## config.mk

```make
export PLATFORM = sky130hd
export DESIGN_NAME = pseq_top
export DESIGN_NICKNAME = d
export VERILOG_FILES = /design/src/rtl/pseq_pkg.sv /design/src/rtl/pseq_decode.sv /design/src/rtl/pseq_mem.sv /design/src/rtl/pseq_regs.sv /design/src/rtl/pseq_fsm.sv /design/src/rtl/pseq_top.sv
export SDC_FILE = /design/constraint.sdc
export NUM_CORES = 1
export LEC_CHECK = 0
export BUFFER_PORTS_ARGS = -buffer_cell sky130_fd_sc_hd__buf_2
export CAP_MARGIN = 20
export CELL_PAD_IN_SITES_DETAIL_PLACEMENT = 1
export CELL_PAD_IN_SITES_GLOBAL_PLACEMENT = 2
export CORE_MARGIN = 8
export CORE_UTILIZATION = 45
export CTS_CLUSTER_DIAMETER = 30
export DETAILED_ROUTE_END_ITERATION = 7
export PLACE_DENSITY_LB_ADDON = 0.1
export REMOVE_ABC_BUFFERS = 1
export SLEW_MARGIN = 15
export SYNTH_ARGS = -nofsm -noshare
export SYNTH_HDL_FRONTEND = slang
export SYNTH_SLANG_ARGS = --single-unit
export TNS_END_PERCENT = 10
```

## constraint.sdc

```tcl
create_clock -name clk -period 6.75 [get_ports clk]
set_clock_uncertainty 0.15 [all_clocks]
set_input_delay 0.675 -clock clk [delete_from_list [all_inputs] [get_ports clk]]
set_output_delay 0.675 -clock clk [all_outputs]
set_load 0.005 [all_outputs]
```

## src/rtl/pseq_pkg.sv

```systemverilog
package pseq_pkg;

   typedef enum logic [1:0] {
      ST_IDLE,
      ST_EXEC,
      ST_DELAY,
      ST_WAIT
   } seq_state_t;

   typedef enum logic [1:0] {
      OP_SET,
      OP_WAIT,
      OP_DELAY,
      OP_END
   } seq_op_t;

endpackage

```

## src/rtl/pseq_decode.sv

```systemverilog
module pseq_decode
   import pseq_pkg::*;
#(
   parameter int CMD_W = 8,
   localparam int ARG_W = CMD_W - 1
) (
   input  logic [CMD_W-1:0] cmd,
   output seq_op_t          op,
   output logic [ARG_W-1:0] arg
);

   if (CMD_W < 3) begin : g_bad_cmd_w
      $error("pseq_decode: CMD_W must be at least 3");
   end

   assign arg = cmd[ARG_W-1:0];

   always_comb begin
      if (!cmd[CMD_W-1])
         op = OP_SET;
      else if (arg == '0)
         op = OP_WAIT;
      else if (&arg)
         op = OP_END;
      else
         op = OP_DELAY;
   end

endmodule

```

## src/rtl/pseq_mem.sv

```systemverilog
module pseq_mem #(
   parameter int IDX_W     = 6,
   parameter int CMD_W     = 8,
   parameter bit MEM_RESET = 1'b1,
   localparam int DEPTH    = 1 << IDX_W
) (
   input  logic             clk,
   input  logic             rst_n,
   input  logic             we,
   input  logic [IDX_W-1:0] waddr,
   input  logic [CMD_W-1:0] wdata,
   input  logic [IDX_W-1:0] raddr_a,
   output logic [CMD_W-1:0] rdata_a,
   input  logic [IDX_W-1:0] raddr_b,
   output logic [CMD_W-1:0] rdata_b
);

   localparam logic [CMD_W-1:0] END_CODE = '1;

   if (IDX_W < 1 || IDX_W > 10) begin : g_bad_idx_w
      $error("pseq_mem: IDX_W out of range 1..10");
   end

   logic [CMD_W-1:0] store [DEPTH];

   for (genvar i = 0; i < DEPTH; i++) begin : g_entry
      logic hit;
      assign hit = we && (waddr == IDX_W'(i));
      if (MEM_RESET) begin : g_rst
         always_ff @(posedge clk or negedge rst_n) begin
            if (!rst_n)
               store[i] <= END_CODE;
            else if (hit)
               store[i] <= wdata;
         end
      end else begin : g_norst
         always_ff @(posedge clk) begin
            if (hit)
               store[i] <= wdata;
         end
      end
   end

   assign rdata_a = store[raddr_a];
   assign rdata_b = store[raddr_b];

endmodule

```

## src/rtl/pseq_regs.sv

```systemverilog
module pseq_regs #(
   parameter int IDX_W    = 6,
   parameter int CMD_W    = 8,
   parameter int DATA_W   = 16,
   localparam int ADDR_W  = IDX_W + 1,
   localparam int START_LSB = 8
) (
   input  logic              clk,
   input  logic              rst_n,
   input  logic              reg_wr,
   input  logic [ADDR_W-1:0] reg_addr,
   input  logic [DATA_W-1:0] reg_wdata,
   output logic [DATA_W-1:0] reg_rdata,
   input  logic              busy,
   input  logic [CMD_W-1:0]  mem_rdata,
   output logic              mem_we,
   output logic [IDX_W-1:0]  mem_addr,
   output logic [CMD_W-1:0]  mem_wdata,
   output logic              seq_en,
   output logic [IDX_W-1:0]  start_idx
);

   localparam logic [ADDR_W-1:0] CTRL_ADDR = ADDR_W'(1 << IDX_W);
   localparam logic [ADDR_W-1:0] STAT_ADDR = CTRL_ADDR + ADDR_W'(1);

   if (DATA_W < START_LSB + IDX_W || DATA_W < CMD_W) begin : g_bad_data_w
      $error("pseq_regs: DATA_W too narrow for control word or command byte");
   end

   logic [DATA_W-1:0] ctrl_q;
   logic              is_mem;

   assign is_mem    = !reg_addr[ADDR_W-1];
   assign mem_addr  = reg_addr[IDX_W-1:0];
   assign mem_we    = reg_wr && is_mem;
   assign mem_wdata = reg_wdata[CMD_W-1:0];
   assign seq_en    = ctrl_q[0];
   assign start_idx = ctrl_q[START_LSB +: IDX_W];

   always_ff @(posedge clk or negedge rst_n) begin
      if (!rst_n)
         ctrl_q <= '0;
      else if (reg_wr && reg_addr == CTRL_ADDR)
         ctrl_q <= reg_wdata;
   end

   always_comb begin
      reg_rdata = '0;
      if (is_mem)
         reg_rdata = DATA_W'(mem_rdata);
      else if (reg_addr == CTRL_ADDR)
         reg_rdata = ctrl_q;
      else if (reg_addr == STAT_ADDR)
         reg_rdata = DATA_W'(busy);
   end

   p_ctrl_write_r9: assert property (@(posedge clk) disable iff (!rst_n)
      (reg_wr && reg_addr == CTRL_ADDR) |=> (ctrl_q == $past(reg_wdata)));

endmodule

```

## src/rtl/pseq_fsm.sv

```systemverilog
module pseq_fsm
   import pseq_pkg::*;
#(
   parameter int IDX_W  = 6,
   parameter int CMD_W  = 8,
   localparam int ARG_W = CMD_W - 1
) (
   input  logic             clk,
   input  logic             rst_n,
   input  logic             seq_en,
   input  logic [IDX_W-1:0] start_idx,
   input  logic             wfi_req,
   input  logic             wake_irq,
   input  seq_op_t          op,
   input  logic [ARG_W-1:0] arg,
   output logic [IDX_W-1:0] pc,
   output logic [ARG_W-1:0] pwr_ctl,
   output logic             busy
);

   localparam logic [ARG_W-1:0] RUN_PATTERN = '0;

   seq_state_t       state;
   logic [ARG_W-1:0] dly_cnt;
   logic             wake_pend;

   assign busy = (state != ST_IDLE);

   always_ff @(posedge clk or negedge rst_n) begin
      if (!rst_n) begin
         state     <= ST_IDLE;
         pc        <= '0;
         pwr_ctl   <= RUN_PATTERN;
         dly_cnt   <= '0;
         wake_pend <= 1'b0;
      end else begin
         if (state != ST_IDLE && wake_irq)
            wake_pend <= 1'b1;
         unique case (state)
            ST_IDLE: begin
               wake_pend <= 1'b0;
               if (wfi_req && seq_en) begin
                  state <= ST_EXEC;
                  pc    <= start_idx;
               end
            end
            ST_EXEC: begin
               unique case (op)
                  OP_SET: begin
                     pwr_ctl <= arg;
                     pc      <= pc + 1'b1;
                  end
                  OP_WAIT: begin
                     if (wake_pend || wake_irq) begin
                        pc        <= pc + 1'b1;
                        wake_pend <= 1'b0;
                     end else begin
                        state <= ST_WAIT;
                     end
                  end
                  OP_DELAY: begin
                     dly_cnt <= arg;
                     state   <= ST_DELAY;
                  end
                  OP_END: begin
                     pwr_ctl   <= RUN_PATTERN;
                     wake_pend <= 1'b0;
                     state     <= ST_IDLE;
                  end
               endcase
            end
            ST_DELAY: begin
               if (dly_cnt == ARG_W'(1)) begin
                  pc    <= pc + 1'b1;
                  state <= ST_EXEC;
               end else begin
                  dly_cnt <= dly_cnt - 1'b1;
               end
            end
            ST_WAIT: begin
               if (wake_irq) begin
                  pc        <= pc + 1'b1;
                  wake_pend <= 1'b0;
                  state     <= ST_EXEC;
               end
            end
         endcase
      end
   end

   // an enabled request starts at the programmed index
   p_start_r2: assert property (@(posedge clk) disable iff (!rst_n)
      (state == ST_IDLE && wfi_req && seq_en) |=> (busy && pc == $past(start_idx)));

   // a request with enable clear leaves the machine idle
   p_ignore_r3: assert property (@(posedge clk) disable iff (!rst_n)
      (state == ST_IDLE && !(wfi_req && seq_en)) |=> (state == ST_IDLE));

   // outputs are held through a delay
   p_delay_hold_r5: assert property (@(posedge clk) disable iff (!rst_n)
      (state == ST_DELAY) |=> $stable(pwr_ctl));

   // a stall without wake keeps outputs and state
   p_wait_hold_r6: assert property (@(posedge clk) disable iff (!rst_n)
      (state == ST_WAIT && !wake_irq) |=> (state == ST_WAIT && $stable(pwr_ctl)));

   // a pending wake lets the wait command pass at once
   p_latched_wake_r7: assert property (@(posedge clk) disable iff (!rst_n)
      (state == ST_EXEC && op == OP_WAIT && wake_pend)
      |=> (state == ST_EXEC && pc == $past(pc) + IDX_W'(1)));

   // nothing is remembered while idle
   p_idle_clear_r7: assert property (@(posedge clk) disable iff (!rst_n)
      (state == ST_IDLE) |=> (state != ST_IDLE || !wake_pend));

   // the end command returns to run pattern and idle
   p_end_r8: assert property (@(posedge clk) disable iff (!rst_n)
      (state == ST_EXEC && op == OP_END) |=> (!busy && pwr_ctl == RUN_PATTERN));

endmodule

```

## src/rtl/pseq_top.sv

```systemverilog
module pseq_top
   import pseq_pkg::*;
#(
   parameter int IDX_W     = 6,
   parameter int CMD_W     = 8,
   parameter int DATA_W    = 16,
   parameter bit MEM_RESET = 1'b1,
   localparam int ADDR_W   = IDX_W + 1,
   localparam int OUT_W    = CMD_W - 1
) (
   input  logic              clk,
   input  logic              rst_n,
   input  logic              reg_wr,
   input  logic [ADDR_W-1:0] reg_addr,
   input  logic [DATA_W-1:0] reg_wdata,
   output logic [DATA_W-1:0] reg_rdata,
   input  logic              wfi_req,
   input  logic              wake_irq,
   output logic [OUT_W-1:0]  pwr_ctl,
   output logic              busy
);

   logic             mem_we;
   logic [IDX_W-1:0] mem_addr;
   logic [CMD_W-1:0] mem_wdata;
   logic [CMD_W-1:0] mem_rdata;
   logic [CMD_W-1:0] cmd_byte;
   logic [IDX_W-1:0] pc;
   logic             seq_en;
   logic [IDX_W-1:0] start_idx;
   seq_op_t          op;
   logic [OUT_W-1:0] arg;

   pseq_regs #(
      .IDX_W (IDX_W),
      .CMD_W (CMD_W),
      .DATA_W(DATA_W)
   ) u_regs (
      .clk      (clk),
      .rst_n    (rst_n),
      .reg_wr   (reg_wr),
      .reg_addr (reg_addr),
      .reg_wdata(reg_wdata),
      .reg_rdata(reg_rdata),
      .busy     (busy),
      .mem_rdata(mem_rdata),
      .mem_we   (mem_we),
      .mem_addr (mem_addr),
      .mem_wdata(mem_wdata),
      .seq_en   (seq_en),
      .start_idx(start_idx)
   );

   pseq_mem #(
      .IDX_W    (IDX_W),
      .CMD_W    (CMD_W),
      .MEM_RESET(MEM_RESET)
   ) u_mem (
      .clk    (clk),
      .rst_n  (rst_n),
      .we     (mem_we),
      .waddr  (mem_addr),
      .wdata  (mem_wdata),
      .raddr_a(pc),
      .rdata_a(cmd_byte),
      .raddr_b(mem_addr),
      .rdata_b(mem_rdata)
   );

   pseq_decode #(
      .CMD_W(CMD_W)
   ) u_dec (
      .cmd(cmd_byte),
      .op (op),
      .arg(arg)
   );

   pseq_fsm #(
      .IDX_W(IDX_W),
      .CMD_W(CMD_W)
   ) u_fsm (
      .clk      (clk),
      .rst_n    (rst_n),
      .seq_en   (seq_en),
      .start_idx(start_idx),
      .wfi_req  (wfi_req),
      .wake_irq (wake_irq),
      .op       (op),
      .arg      (arg),
      .pc       (pc),
      .pwr_ctl  (pwr_ctl),
      .busy     (busy)
   );

   // idle always presents the run pattern
   p_idle_run_r1: assert property (@(posedge clk) disable iff (!rst_n)
      !busy |-> (pwr_ctl == '0));

endmodule

```

Word-level counts from Yosys, hierarchy flattened
Index checks and enable logic that the tools add are counted.
W data, S select, Z words.
{"block": "word_totals", "reg_bits": 551, "ramBits": 0, "output_inout_bits": 24, "latchBits": 0, "n_memories": 0, "inputBits": 28, "rom_bits": 0}
{"block": "op_classes", "mul": 0, "n_bitwise": 2, "shifts": 0, "order_cmp": 2, "n_reduce_logical": 82, "addsub": 2, "n_eq_ne": 81, "div_mod_pow": 0, "n_mux": 33}
{"operator": "$eq A6 B6 Y1 const B", "n": 32}
{"operator": "$bmux W8 S6", "n": 2}
{"operator": "$eq A6 B5 Y1 const B", "n": 16}
{"operator": "$logic_and A1 B1 Y1", "n": 68}
{"operator": "$eq A6 B4 Y1 const B", "n": 8}
{"operator": "$mux W16", "n": 2}
{"operator": "$mux W8", "n": 4}
{"operator": "$pmux W7 S2", "n": 2}
{"operator": "$eq A6 B3 Y1 const B", "n": 4}
{"operator": "$mux W6", "n": 4}
{"operator": "$pmux W6 S4", "n": 1}
{"operator": "$eq A7 B7 Y1 const B", "n": 2}
{"operator": "$ge A7 B7 Y1 const B", "n": 2}
{"operator": "$mux W7", "n": 2}
{"operator": "$not A6 Y7", "n": 2}
{"operator": "$eq A6 B2 Y1 const B", "n": 2}
{"operator": "$mux W2", "n": 6}
{"operator": "$pmux W6 S2", "n": 1}
{"operator": "$reduce_and A5 Y1", "n": 2}
{"operator": "$eq A2 B2 Y1 const B", "n": 4}
{"operator": "$pmux W2 S4", "n": 1}
{"operator": "$eq A7 B1 Y1 const B", "n": 1}
{"operator": "$logic_not A7 Y1", "n": 1}
{"operator": "$reduce_and A7 Y1", "n": 1}
{"operator": "20 further kinds", "n": 32}

Longest topological paths before layout
{"block": "depth", "word_depth": 11, "depth_mapped": 20}

Cells and area by module
A second synthesis with hierarchy kept.
{"block": "unflattened", "cells_unflattened": 2037, "area_unflattened_um2": 30618.1}
{"module": "pseq_mem", "area_each_um2": 28085.7, "seq_area_each_um2": 13452.9, "cells_each": 1793, "instances": 1}
{"module": "pseq_fsm", "area_each_um2": 1436.4, "seq_area_each_um2": 575.6, "cells_each": 153, "instances": 1}
{"module": "pseq_regs", "area_each_um2": 992.2, "seq_area_each_um2": 400.4, "cells_each": 78, "instances": 1}
{"module": "pseq_decode", "area_each_um2": 103.8, "seq_area_each_um2": 0.0, "cells_each": 13, "instances": 1}

Worst setup path after synthesis
Ideal clock, no wire load.
{"block": "synth_path", "path_kind": "input-to-output", "startpoint": "input port reg_addr[0]", "endpoint": "output port reg_rdata[2]", "t_required_ns": 5.925, "path_stages": 7, "setup_slack_ns": 2.610, "arrival_ns": 3.315, "n_path_buf": 3, "cell_sequence": "clkbuf_1 -> buf_1 -> buf_2 -> mux4_2 -> mux4_2 -> mux4_2 -> a22o_1"}
{"block": "synth_between", "elab_chain_len": 5, "elab_cells_between_ends": 7, "classes_between": "eq/ne (1); mux (5); bitwise (1)"}
{"element": "start, declared", "line": "pseq_top.sv:14", "text": "input logic [ADDR_W-1:0] reg_addr,"}
{"element": "$not A6 Y7 (not written as such)", "line": "pseq_mem.sv:45", "text": "assign rdata_b = store[raddr_b];"}
{"element": "$bmux W8 S6", "line": "pseq_mem.sv:45"}
{"element": "$mux W8 (not written as such) (2 in series)", "line": "pseq_mem.sv:45"}
{"element": "$mux W16 (*)", "line": "pseq_regs.sv:49", "text": "if (is_mem)"}
{"element": "end, declared", "line": "pseq_top.sv:16", "text": "output logic [DATA_W-1:0] reg_rdata,"}
Mark *: on every way between the ends. The rest lies on a longest branch, timed or not. The select of a mux whose other input is x is not followed.

Final worst setup path
{"block": "layout_path", "startpoint": "register u_fsm.pc[0]", "endpoint": "register u_fsm.dly_cnt[5]"}
{"block": "layout_between", "elab_chain_len": 11, "elab_cells_between_ends": 14, "classes_between": "eq/ne (2); mux (8); bitwise (1); reduce/logical (3)"}
{"element": "start, declared", "line": "pseq_fsm.sv:16", "text": "output logic [IDX_W-1:0] pc,"}
{"element": "start signal, assigned", "line": "pseq_fsm.sv:44", "text": "pc <= start_idx;"}
{"element": "start signal, assigned", "line": "pseq_fsm.sv:51", "text": "pc <= pc + 1'b1;"}
{"element": "start signal, assigned", "line": "pseq_fsm.sv:55", "text": "pc <= pc + 1'b1;"}
{"element": "$not A6 Y7 (not written as such) (*)", "line": "pseq_mem.sv:44", "text": "assign rdata_a = store[raddr_a];"}
{"element": "$bmux W8 S6 (*)", "line": "pseq_mem.sv:44"}
{"element": "$mux W8 (not written as such) (*) (2 in series)", "line": "pseq_mem.sv:44"}
{"element": "$reduce_and A7 Y1", "line": "pseq_decode.sv:23", "text": "else if (&arg)"}
{"element": "$mux W1", "line": "pseq_decode.sv:23"}
{"element": "$mux W2", "line": "pseq_decode.sv:21", "text": "else if (arg == '0)"}
{"element": "$mux W2", "line": "pseq_decode.sv:19", "text": "if (!cmd[CMD_W-1])"}
{"element": "$eq A2 B2 Y1", "line": "pseq_fsm.sv:48", "text": "unique case (op)"}
{"element": "$ne A2 B2 Y1 (no source line)"}
{"element": "$reduce_and A3 Y1 (no source line)"}
{"element": "end signal, assigned", "line": "pseq_fsm.sv:62", "text": "dly_cnt <= arg;"}
{"element": "end signal, assigned", "line": "pseq_fsm.sv:77", "text": "dly_cnt <= dly_cnt - 1'b1;"}
{"element": "end, declared", "line": "pseq_fsm.sv:24", "text": "logic [ARG_W-1:0] dly_cnt;"}
Marked as above.
A chain may end at the register's enable or synchronous reset.

==> out/summary.txt <==
Post-CTS Setup Inserts: 0
Worst-path maximum fanout: 39
Site row count: 95
Worst-Skew Late Latency: 0.72 ns
First-pass GRT wire length: 154,700 um
Clk sinks: 551
CP max-delay cell: dfrtp_4
Kind of critical path: register to register
HP Class: input port to register
Critical path startpoint category: register
DR vias/cell: 6.411
Number of synthesized flops with an enable pin: 0
DRT Pass-1 Iters: 5
GRT Util Overall: 0.2796
Ys async rst share: 1.000
Die width: 275.7 um
Gpl congestion: 0.8960
Post-CTS sizing: 0
Syn avg cell area: 15.17 um^2
Fin crit share: 0.8549
Total power: 11.94 mW
Placed Cells: 2,823
Detail Placement HPWL: 67,030 um
CTS max path bufs: 3
Fin nets: 2,132
Worst-Margin Slew: 1.128 ns
GR peak layer: met2
Worst EP required: 7.19 ns
Critical-path cell list: buf_4, mux4_2, a211oi_1, o21ai_0, o2111a_1, o41ai_1, inv_1, ha_1, nor2b_1, nand2_1, o21ai_0, buf_2, a21oi_1, a21oi_1
Layout cells sized above 1: 0.7641
Routed wire per std cell: 33.54 um
Initial Util: 0.4535
Routing usage on met2: 0.4365
Worst VDD drop: 0.0002058 V
DRC viols: 0
Sequential area share after synthesis: 0.4754
Worst EP arrival: 6.21 ns
Final Slew Violations: 0
Vias in the first global route: 21,530
Tmin final: 5.770 ns
Setup TNS: 0 ns
Largest stage delay, worst path: 1.03 ns
Top-count cell post-synth: mux2_2
Final wirelength: 103,700 um
CTS tree: yes
Final hold violation count: 0
Post-CTS Hold Fix Bufs: 1
# IOs: 52
Largest area contributor in the netlist: dfstp_2
Register bit total from synthesis: 551
Grt ovf: 0
Top post-synthesis cells by area: dfstp_2, mux2_2, mux4_2
Layout Cells excl Fill: 3,091
Finish-stage setup viols: 0
Routed via count: 19,820
Syn Inst Count: 2,001
Synth cell count leaders: mux2_2, dfstp_2, mux4_2, clkbuf_1, nand2_1
Post-synth cell types: 67
Remaining antenna violation count: 0
Total CTS buffers: 143
Max cap viols: 0
Routing usage on met1: 0.3783
H-tree levels: 4
RSZ-0062 raised after global routing: false
Initial antenna violation count: 3
Synth Cell Area: 30,350 um^2
Status: completed
Power Dens Cells: 326.7 nW/um^2
Post-synth top flop: dfstp_2
Critical Path End Type: register
Hold WS: 0.05651 ns
Die Y: 275.7 um
CTS Root Cell: clkbuf_16
FILL cells: 6,203
Achievable clock frequency: 173.3 MHz
Slew headroom: 0.2453
Number of DRC markers in iteration 0: 1,658
Die ar.: 76,010 um^2
Largest net degree at the start of global routing: 170
Met3 usage: 0.06054
Leakage: 14.36 nW
Synth warnings: 0
Post-synth top area share: 0.4433
Layout area overhead: 20.44%
Core area: 66,920 um^2
Fin util: 0.5462
Clk slew on worst S/H paths: 0.05 ns
# port buffers: 51
per-layer routing:
layer	vias to the layer above	part of all wire
met5	-	0.00013
met1	10890	0.43
met2	686	0.47
met4	2	0.037
met3	211	0.064
li1	8026	-
worst max-delay path, delay by kind of cell (launching register included):
family	cells	cell delay (ns)
flops	1	1.03
mux	1	0.56
compound gates	7	2.50
buf+inv	3	0.92
fa+ha+maj	1	0.25
simple gates	2	0.21
path summary, 6_finish.rpt:
| path | from | endpoint | slack, ns | cells past startpoint |
|---|---|---|---|---|
| max in group asynchronous | rst_n | u_fsm.pc[1] | 4.32 | 3 |
| min in group asynchronous | rst_n | u_regs.ctrl_q[14] | 0.53 | 2 |
| setup reg to reg | u_fsm.pc[0] | u_fsm.dly_cnt[5] | 0.98 | 14 |
| hold reg to reg | u_fsm.pwr_ctl[1] | u_fsm.pwr_ctl[1] | 0.34 | 2 |
| hold / removal | reg_wdata[8] | u_regs.ctrl_q[8] | 0.06 | 2 |
| setup / recovery | u_fsm.pc[0] | u_fsm.dly_cnt[5] | 0.98 | 14 |
cell usage in the layout, fill, tap and decap left out, drive strengths merged, types with 6 or more instances in the layout:
| master | count |
|---|---|
| nand3 | 13 |
| nand2 | 105 |
| clkinv | 25 |
| nor2 | 55 |
| mux2 | 547 |
| nor3 | 7 |
| o221ai | 8 |
| clkbuf | 209 |
| a22o | 13 |
| dfstp | 512 |
| a221oi | 10 |
| nor2b | 8 |
| or2 | 7 |
| mux4 | 266 |
| bufinv | 16 |
| o21ai | 19 |
| a21oi | 25 |
| a31oi | 6 |
| dfrtp | 39 |
| o211ai | 6 |
| nand2b | 8 |
| o22ai | 13 |
| ha | 7 |
| buf | 114 |
| inv | 19 |
| clkinvlp | 10 |
| mux2i | 62 |
| and2 | 10 |
| a22oi | 13 |
registers in the layout, summed over array words and instances, names as in the netlist:
register,cells
u_fsm.state,2
u_regs.ctrl_q,16
u_fsm.pwr_ctl,7
u_fsm.pc,6
u_fsm.wake_pend,1
u_mem.store,512
u_fsm.dly_cnt,7
area by class of cell:
cell class                      count  area (um^2)  area share
Multi-Input combinational cell   1272        15090      0.4128
Inverter                           14        52.55    0.001438
Timing Repair Buffer              115        837.1     0.02290
Antenna cell                        1        2.502  0.00006846
Clock buffer                      209         4222      0.1155
Sequential cell                   551        14440      0.3950
Clock inverter                     56        818.3     0.02239
Tap cell                          873         1092     0.02988
per-stage QoR:
| stage | instance area, um^2 | worst slack [ns] |
|---|---|---|
| 2_1_floorplan | 29570 | -1.776 |
| 3_3_place_gp | 31470 | 0.8683 |
| 3_5_place_dp | 31490 | 1.040 |
| 4_1_cts | 36540 | 0.9782 |
| 5_1_grt | 36550 | 0.7332 |
| 6_report | 36550 | 0.9797 |
report_power, final:
part / switching, mW / total (mW) / internal, mW
logic: 0.473 / 0.965 / 0.492
clock network: 2.08 / 7.00 / 4.92
registers: 0.204 / 3.98 / 3.77
logic make-up after synthesis:
family	Yosys count	synth area share
buf+inv	178	0.02758
flops	551	0.4754
compound gates	152	0.03706
mux	875	0.4210
simple gates	238	0.03603
fa+ha+maj	7	0.002886
(Power assumes the default switching activity.)
